==> src/rtl/wbuf_pkg.sv <==
package wbuf_pkg;

  typedef enum logic [1:0] {
    PG_WTHRU   = 2'b00,
    PG_NC_IMP  = 2'b01,
    PG_NC_PREC = 2'b10,
    PG_NC_PRX  = 2'b11
  } pg_mode_e;

  // A write may be parked only when buffering is on, it is unlocked,
  // and its page tolerates late completion.
  function automatic logic may_defer(input logic en, input logic [1:0] mode,
                                     input logic lock);
    return en && !lock && (mode == PG_WTHRU || mode == PG_NC_IMP);
  endfunction

endpackage

==> src/rtl/wbuf_route.sv <==
module wbuf_route (
  input  logic       en,
  input  logic       valid,
  input  logic [1:0] mode,
  input  logic       lock,
  input  logic       fifo_full,
  input  logic       fifo_empty,
  input  logic       byp_busy,
  output logic       ready,
  output logic       push,
  output logic       byp_load
);
  import wbuf_pkg::*;

  logic defer;

  always_comb begin
    defer    = may_defer(en, mode, lock);
    ready    = defer ? !fifo_full : (fifo_empty && !byp_busy);
    push     = valid && ready && defer;
    byp_load = valid && ready && !defer;
  end

endmodule

==> src/rtl/wbuf_fifo.sv <==
module wbuf_fifo #(
  parameter int DEPTH = 4,
  parameter int W     = 64
) (
  input  logic         clk,
  input  logic         rst,
  input  logic         push,
  input  logic [W-1:0] wdata,
  input  logic         pop,
  output logic [W-1:0] rdata,
  output logic         empty,
  output logic         full
);
  localparam int PTR_W = $clog2(DEPTH);
  localparam int CNT_W = $clog2(DEPTH + 1);
  localparam logic [PTR_W-1:0] LAST = PTR_W'(DEPTH - 1);
  localparam logic [CNT_W-1:0] CAP  = CNT_W'(DEPTH);

  logic [W-1:0]     mem [DEPTH];
  logic [PTR_W-1:0] wr_ptr, rd_ptr;
  logic [CNT_W-1:0] count;

  // storage without reset so it maps onto RAM
  always_ff @(posedge clk) begin
    if (push) mem[wr_ptr] <= wdata;
  end

  always_ff @(posedge clk) begin
    if (rst) begin
      wr_ptr <= '0;
      rd_ptr <= '0;
      count  <= '0;
    end else begin
      if (push) wr_ptr <= (wr_ptr == LAST) ? '0 : wr_ptr + 1'b1;
      if (pop)  rd_ptr <= (rd_ptr == LAST) ? '0 : rd_ptr + 1'b1;
      case ({push, pop})
        2'b10:   count <= count + 1'b1;
        2'b01:   count <= count - 1'b1;
        default: count <= count;
      endcase
    end
  end

  assign rdata = mem[rd_ptr];
  assign empty = (count == '0);
  assign full  = (count == CAP);


  no_overflow_chk: assert property (@(posedge clk) disable iff (rst)
    push |-> (count < CAP));


  no_underflow_chk: assert property (@(posedge clk) disable iff (rst)
    pop |-> (count != '0));

endmodule

==> src/rtl/wbuf_bus.sv <==
module wbuf_bus #(
  parameter int W = 64
) (
  input  logic         clk,
  input  logic         rst,
  input  logic         byp_load,
  input  logic [W-1:0] byp_word,
  input  logic         fifo_empty,
  input  logic [W-1:0] fifo_word,
  input  logic         bus_ack,
  output logic         bus_req,
  output logic [W-1:0] bus_word,
  output logic         byp_busy,
  output logic         fifo_pop
);
  logic         byp_q;
  logic [W-1:0] byp_word_q;

  always_ff @(posedge clk) begin
    if (rst) begin
      byp_q <= 1'b0;
    end else if (byp_load) begin
      byp_q <= 1'b1;
    end else if (bus_ack && byp_q) begin
      byp_q <= 1'b0;
    end
  end

  always_ff @(posedge clk) begin
    if (byp_load) byp_word_q <= byp_word;
  end

  // a bypass write is only loaded with the queue empty, so it is older
  // than everything queued and takes the bus first
  always_comb begin
    bus_req  = byp_q || !fifo_empty;
    bus_word = byp_q ? byp_word_q : fifo_word;
    fifo_pop = bus_ack && !byp_q && !fifo_empty;
    byp_busy = byp_q;
  end


  bus_hold_chk: assert property (@(posedge clk) disable iff (rst)
    (bus_req && !bus_ack) |=> (bus_req && $stable(bus_word)));

endmodule

==> src/rtl/wbuf_store.sv <==
module wbuf_store #(
  parameter int ADDR_W = 32,
  parameter int DATA_W = 32,
  parameter int DEPTH  = 4
) (
  input  logic              clk,
  input  logic              rst,
  input  logic              ctl_we,
  input  logic              ctl_en_d,
  input  logic              wr_valid,
  input  logic [ADDR_W-1:0] wr_addr,
  input  logic [DATA_W-1:0] wr_data,
  input  logic [1:0]        wr_mode,
  input  logic              wr_lock,
  output logic              wr_ready,
  output logic              bus_req,
  output logic [ADDR_W-1:0] bus_addr,
  output logic [DATA_W-1:0] bus_data,
  input  logic              bus_ack
);
  localparam int W = ADDR_W + DATA_W;

  logic         en_q;
  logic         push, byp_load, fifo_pop;
  logic         fifo_empty, fifo_full, byp_busy;
  logic [W-1:0] in_word, fifo_word, bus_word;

  always_ff @(posedge clk) begin
    if (rst)         en_q <= 1'b0;
    else if (ctl_we) en_q <= ctl_en_d;
  end

  assign in_word = {wr_addr, wr_data};

  wbuf_route u_route (
    .en         (en_q),
    .valid      (wr_valid),
    .mode       (wr_mode),
    .lock       (wr_lock),
    .fifo_full  (fifo_full),
    .fifo_empty (fifo_empty),
    .byp_busy   (byp_busy),
    .ready      (wr_ready),
    .push       (push),
    .byp_load   (byp_load)
  );

  wbuf_fifo #(.DEPTH(DEPTH), .W(W)) u_fifo (
    .clk   (clk),
    .rst   (rst),
    .push  (push),
    .wdata (in_word),
    .pop   (fifo_pop),
    .rdata (fifo_word),
    .empty (fifo_empty),
    .full  (fifo_full)
  );

  wbuf_bus #(.W(W)) u_bus (
    .clk        (clk),
    .rst        (rst),
    .byp_load   (byp_load),
    .byp_word   (in_word),
    .fifo_empty (fifo_empty),
    .fifo_word  (fifo_word),
    .bus_ack    (bus_ack),
    .bus_req    (bus_req),
    .bus_word   (bus_word),
    .byp_busy   (byp_busy),
    .fifo_pop   (fifo_pop)
  );

  assign bus_addr = bus_word[W-1:DATA_W];
  assign bus_data = bus_word[DATA_W-1:0];


  en_reset_chk: assert property (@(posedge clk) disable iff (rst)
    $past(rst) |-> !en_q);


  byp_order_chk: assert property (@(posedge clk) disable iff (rst)
    byp_load |-> !bus_req);

endmodule

==> config.mk <==
export PLATFORM = sky130hd
export DESIGN_NAME = wbuf_store
export DESIGN_NICKNAME = d
export VERILOG_FILES = /design/src/rtl/wbuf_pkg.sv /design/src/rtl/wbuf_route.sv /design/src/rtl/wbuf_fifo.sv /design/src/rtl/wbuf_bus.sv /design/src/rtl/wbuf_store.sv
export SDC_FILE = /design/constraint.sdc
export NUM_CORES = 1
export LEC_CHECK = 0
export ABC_AREA = 0
export BUFFER_PORTS_ARGS = -buffer_cell sky130_fd_sc_hd__buf_2
export CORE_ASPECT_RATIO = 1.75
export CORE_UTILIZATION = 58
export DETAILED_ROUTE_END_ITERATION = 16
export PLACE_DENSITY = 0.76
export SLEW_MARGIN = 15
export SYNTH_ARGS = -nofsm -noshare
export SYNTH_HDL_FRONTEND = slang
export SYNTH_SLANG_ARGS = --single-unit
==> constraint.sdc <==
create_clock -name clk -period 4.1 [get_ports clk]
set_input_delay 0.82 -clock clk [delete_from_list [all_inputs] [get_ports clk]]
set_output_delay 0.82 -clock clk [all_outputs]
set_load 0.05 [all_outputs]
==> metrics.md, run 1 <==
| Metric | Value |
|---|---|
| Post-Syn Area per Cell | `between 20 and 25 sq um` |
| Cts bufs inserted | `28` |
| H-Tree Depth | `1` |
| Area contributors post-synth | `edfxtp_1, mux4_2, mux2_2, dfxtp_1, buf_12` |
| Mapped cell area | `about 13000 sq um` |
| Fmax | `283.4 MHz` |
| Vias per cell | `approximately 5.7` |
| Synth Register Bits | `approximately 330` |
| Non-filler cells, final | `996` |
| Pin count of the biggest net entering global routing | `69` |
| Die area | `around 22000 sq um` |
| DR WL/cell | `around 22 um` |
| DPL Wire Length | `between 10 and 15 mm` |
| Share of post-route cells with drive strength above 1 | `45.38%` |
| Final wirelength | `between 20 and 25 mm` |
| Post-route cell area | `14440 sq um` |
| FF-to-FF Start | `u_bus.byp_busy` |
| Synth Net Count | `approximately 600` |
| DR DRC count | `0` |
| Clock transition at path regs | `approximately 70 ps` |
| Placer Congestion | `between 0.6 and 0.7` |
| Post-route ant nets | `0` |
| Pre-CTS WS | `approximately 1000 ps` |
| GRT Total Usage | `roughly a fifth` |
| Setup Buffers After CTS | `0` |
| Core footprint | `21110 sq um` |
| Slew @ Worst Pin | `1038 ps` |
| HP Class | `flip-flop to flip-flop` |
| Slew headroom | `between 30% and 40%` |
| Critical Path AT | `2710 ps` |
| Power Dens Cells | `~470 nW/um^2` |
| CTS Sinks | `between 300 and 400` |
| Area leader, netlist | `edfxtp_1` |
| Clk_lat worst skew | `about 530 ps` |
| Final global-route overflow total | `0` |
| Placed cell area | `around 14000 sq um` |
| TritonCTS clock tree | `built` |
| Pleak | `between 4 and 5 nW` |
| Num ports | `139` |
| Min Clock Period, post-route | `about 3500 ps` |
| First-pass DRT Iterations | `4` |
| VDD IR max | `between 0.0004 and 0.0005 V` |
| Final worst slack | `571.3 ps` |
| Setup Total Neg Slack | `0 ps` |
| Overall Power | `6.790 mW` |
| Placed cell count | `941` |
| CTS Buffer Depth | `3` |
| Outcome | `completed` |
| Initial antenna violation count | `5` |
| Number of max-cap violations | `0` |
| Top cell type's share of synthesized area | `about 76%` |
| Seq/Total Area, Yosys | `78.23%` |
| Global-route wire length before repair | `between 30 and 40 mm` |
| Fin util | `between 60% and 70%` |
| PostCTS Resize Cnt | `0` |
| Yosys warnings | `0` |
| Via count | `between 5k and 6k` |
| Row count | `70` |
| Distinct cell type count after synthesis | `33` |
| Max Slew Vio Count | `0` |
| RSZ-0062 raised after global routing | `no` |
| Hold slack | `around 500 ps` |
| Critical Path Sink Type | `output port` |
| Synth-to-Final Area Change | `14.96%` |
| Hold-fix buffers, CTS | `0` |
| Tcrit/Tclk final | `between 80 and 90%` |
| CTS Root Buffer Type | `clkbuf_16` |
| # setup viols final | `0` |
| DR iter-0 viols | `approximately 370` |
| Vias in the first global route | `about 6.3k` |
| Skew final | `~11 ps` |
| Post-Syn Instances | `roughly 530` |
| Layout Nets | `763` |
| Critical path required time | `approximately 3300 ps` |
| Worst-path fanout max | `21` |
| IO Port Bufs | `about 140` |
| Die Ht | `roughly 200 um` |
| Initial core utilization | `between 50 and 60%` |
| Die Span X | `~110 um` |
| Critical path type | `flip-flop to output port` |
| Final hold vios | `0` |
| Hold_sp | `en_q` |
| Fill cells | `1340` |
| Startpoint types | `flip-flop` |
## kinds of logic after synthesis
group                      count (synthesis)  share of synthesized area (%)
DFF                                      331                          78.23
muxes                                    132                          17.66
buffers and inverters                     29                          1.802
and+or+nand+nor                           24                          1.066
adders and majority gates                  7                         0.7568
AOI/OAI and AO/OA                          6                         0.3485
xor gates and xnor gates                   2                         0.1394
## sequential cells by signal (all words and copies together) (netlist names), named ones only
register	count
u_fifo.rd_ptr	2
u_fifo.mem	256
u_fifo.wr_ptr	2
en_q	1
u_bus.byp_busy	1
u_bus.byp_word_q	64
u_fifo.count	3
## power by group
group	internal (mW)	switching (mW)
registers	3.78	0.0426
logic	0.143	0.319
clock network	1.41	1.09
total	5.33	1.46
## worst max-delay path: stages, from the launching register on
cell	delay, ps
dfxtp_4	650
buf_4	450
mux4_2	550
mux2_2	300
buf_2	220
## synth_stat cells (all sizes together)
master and n:
nor4 1, and3 1, and3b 1, nand4 1, nor2b 2, ha 6, o31ai 1, or3b 1
nor3 4, a31o 1, o21a 1, xnor2 1, a21oi 1, fa 1, o311a 1, inv 6
xor2 1, and2 4, or3 1, clkbuf 6, nand2 4, nor2 3, o21ai 1, mux2 65
nor3b 1, mux4 64, dfxtp 11, edfxtp 320, buf 17, mux2i 3
## final timing paths
check                                       endpoint  slack [ps]  cells past startpoint
worst min-delay path                            en_q         490                      2
worst max-delay path                    bus_data[30]         570                      4
worst min register to register                  en_q         490                      2
worst max register to register  u_bus.byp_word_q[21]        1400                      3
## final cells by class
| cell class | instances | area [sq um] | share of cell area, % |
|---|---|---|---|
| multi-input combinational | 171 | 2522 | 17.46 |
| clock inverter | 16 | 132.6 | 0.9182 |
| inverter | 6 | 22.52 | 0.1559 |
| timing repair buffer | 145 | 808.3 | 5.596 |
| antenna | 5 | 12.51 | 0.08662 |
| clock buffer | 34 | 744.5 | 5.154 |
| tap | 288 | 360.3 | 2.495 |
| sequential | 331 | 9841 | 68.13 |
## cells in the final DEF, fill, tap and decap left out, drive strengths merged, types with 5 or more instances in the layout
master,instances
edfxtp,320
mux2,65
buf,145
mux4,64
clkinv,12
clkbuf,34
diode,5
inv,6
ha,6
dfxtp,11
## per-layer routing
| layer | wire [um] | up-vias | GRT usage, % |
|---|---|---|---|
| met1 | 8236 | 2943 | 24.08 |
| met2 | 12250 | 171 | 38.17 |
| met4 | 531 | 0 | 7.943 |
| li1 | - | 2522 | - |
| met5 | 0 | - | 0 |
| met3 | 1072 | 43 | 3.106 |
Power figures use the tool's default switching activity.
==> inputs of run 2 (changes only) <==
PLACE_DENSITY = unset   (was 0.76)
PLACE_DENSITY_LB_ADDON = 0.1   (was unset)
RECOVER_POWER = 50   (was unset)
==> run 2 against run 1 <==
  * The flow now finishes with violations (max-capacitance violations, max-slew violations)
  * Final cell count is 0.20% lower
  * Via count up 0.39%
  * Critical endpoint is now bus_data[18]
  * Routed wire length hardly changed
  * Core utilization fell by 0.60 points
  * Critical path type unchanged
  * Count of clock-buffer cells in the layout increased by 4
  * Register-to-register slack worse by 390 ps
  * Global-route usage decreased by 0.13 points
  * Combinational power about the same
  * Sequential share of layout area increased by 0.59 points
  * Largest cell class unchanged
  * Highest routed layer unchanged
  * Clock skew is 4.2 ps higher
  * Setup slack better by 230 ps
  * Sequential power is essentially flat
==> metrics.md, run 2 (synthesized netlist as in run 1, its figures left out) <==
| Metric | Value |
|---|---|
| Critical path type | `flip-flop to output port` |
| Via count | `around 5.7k` |
| Largest register FFs | `256` |
| Power Dens Cells | `around 460 nW/um^2` |
| Synth-to-Final Area Change | `13.94%` |
| Reg with most FFs | `u_fifo.mem` |
| Critical path required time | `~3300 ps` |
| Fmax | `303.0 MHz` |
| Skew final | `15.34 ps` |
| Clock transition at path regs | `70 ps` |
| DR WL/cell | `approximately 22 um` |
| Final global-route overflow total | `0` |
| DR DRC count | `0` |
| RSZ-0062 raised after global routing | `no` |
| PostCTS Resize Cnt | `0` |
| CTS Root Buffer Type | `clkbuf_16` |
| Global-route wire length before repair | `around 34 mm` |
| Core footprint | `between 20000 and 25000 sq um` |
| Min Clock Period, post-route | `3300 ps` |
| Largest regs | `u_fifo.mem (256), u_bus.byp_word_q (64), u_fifo.count (3)` |
| Post-route ant nets | `0` |
| Setup Total Neg Slack | `0 ps` |
| CP cell instances | `buf_4 -> mux4_2 -> mux2_2 -> buf_2` |
| HP Class | `flip-flop to flip-flop` |
| Critical Path Sink Type | `output port` |
| Hold-fix buffers, CTS | `0` |
| Pin count of the biggest net entering global routing | `55` |
| Overall Power | `between 6 and 7 mW` |
| IO Port Bufs | `137` |
| CTS Buffer Depth | `3` |
| Pleak | `approximately 4.6 nW` |
| Tcrit/Tclk final | `about four fifths` |
| Sequential Area | `around 9800 sq um` |
| Slew headroom | `-9.345%` |
| Failing checks | `max-capacitance violations, max-slew violations` |
| Worst-path fanout max | `23` |
| Die Span X | `~110 um` |
| # setup viols final | `0` |
| H-Tree Depth | `1` |
| Max Slew Vio Count | `55` |
| GRT Total Usage | `about a fifth` |
| Slew @ Worst Pin | `1640 ps` |
| Commonest non-fill, non-tap cell in the layout | `edfxtp_1` |
| TritonCTS clock tree | `built` |
| Final hold vios | `0` |
| Placer Congestion | `slightly below 0.7` |
| VDD IR max | `0.0004291 V` |
| Vias per cell | `around 5.7` |
| Number of max-cap violations | `2` |
| Critical Path AT | `around 2500 ps` |
| Non-filler cells, final | `between 900 and 1k` |
| Placed cell count | `around 940` |
| Cts bufs inserted | `27` |
| Clk_lat worst skew | `around 520 ps` |
| Crit path max-delay cell type | `dfxtp_2` |
| Outcome | `finished, violations left` |
| First-pass DRT Iterations | `4` |
| Layout Nets | `~770` |
| DPL Wire Length | `roughly 13 mm` |
| DR iter-0 viols | `between 300 and 400` |
| Fill cells | `between 1k and 1.5k` |
| Num ports | `approximately 140` |
| Share of post-route cells with drive strength above 1 | `35.89%` |
| Final wirelength | `roughly 22 mm` |
| Setup Buffers After CTS | `0` |
| Row count | `70` |
| Initial antenna violation count | `1` |
| Largest stage delay, worst path | `between 700 and 800 ps` |
| CTS Sinks | `around 330` |
| Startpoint types | `flip-flop` |
| Vias in the first global route | `about 6.2k` |
| Area of the multi-input gates | `2516 sq um` |
| Die Ht | `between 150 and 200 um` |
| Initial core utilization | `59.53%` |
| Die area | `between 20000 and 25000 sq um` |
| Commonest non-fill, non-tap cells in the layout | `edfxtp_1, buf_2, clkbuf_1` |
run 2: through the flow:
stage	utilization [%]	setup slack [ps]	area (sq um)	hold WS (ps)
2_1_floorplan	-	613.4	12560	451.7
3_3_place_gp	64.43	1058	13600	465.8
3_5_place_dp	64.43	970.8	13600	480.2
4_1_cts	68.22	758.2	14400	495.5
5_1_grt	67.81	676.6	14310	502.3
6_report	67.82	799.9	14320	487.9
run 2: metal layers:
| layer | vias up | part of all wire, % | GRT usage, % |
|---|---|---|---|
| li1 | 2522 | - | - |
| met1 | 3028 | 40 | 25.54 |
| met2 | 127 | 55 | 37.49 |
| met3 | 24 | 3.8 | 3.014 |
| met4 | 0 | 1.9 | 5.507 |
| met5 | - | 0 | 0 |
run 2: worst paths after layout:
path,startpoint,endpoint,slack [ps],depth (start not counted)
worst min-delay path,en_q,en_q,490,2
worst max-delay path,flip-flop,bus_data[18],800,4
worst min register to register,en_q,en_q,490,2
worst max register to register,en_q,u_fifo.mem[1][10],1010,4
run 2: cell type report:
cell class              instances  area share, %
repair buffers                148          5.419
clock buffers                  38          5.218
diodes                          1        0.01748
inverters                       6         0.1573
clock inverters                11         0.3758
flip-flops and latches        331          68.72
well taps                     288          2.517
multi-input cells             171          17.58
run 2: worst max-delay path: cells and delay by family, from the launching register on:
family / cells / cell delay [ps]
buffers and inverters: 2 / 570
flip-flops: 1 / 780
multiplexers: 2 / 610
run 2: power by group:
group	total (mW)	switching, mW	internal, mW
sequential	3.81	0.0350	3.78
clock	2.35	1.08	1.27
combinational	0.464	0.328	0.136
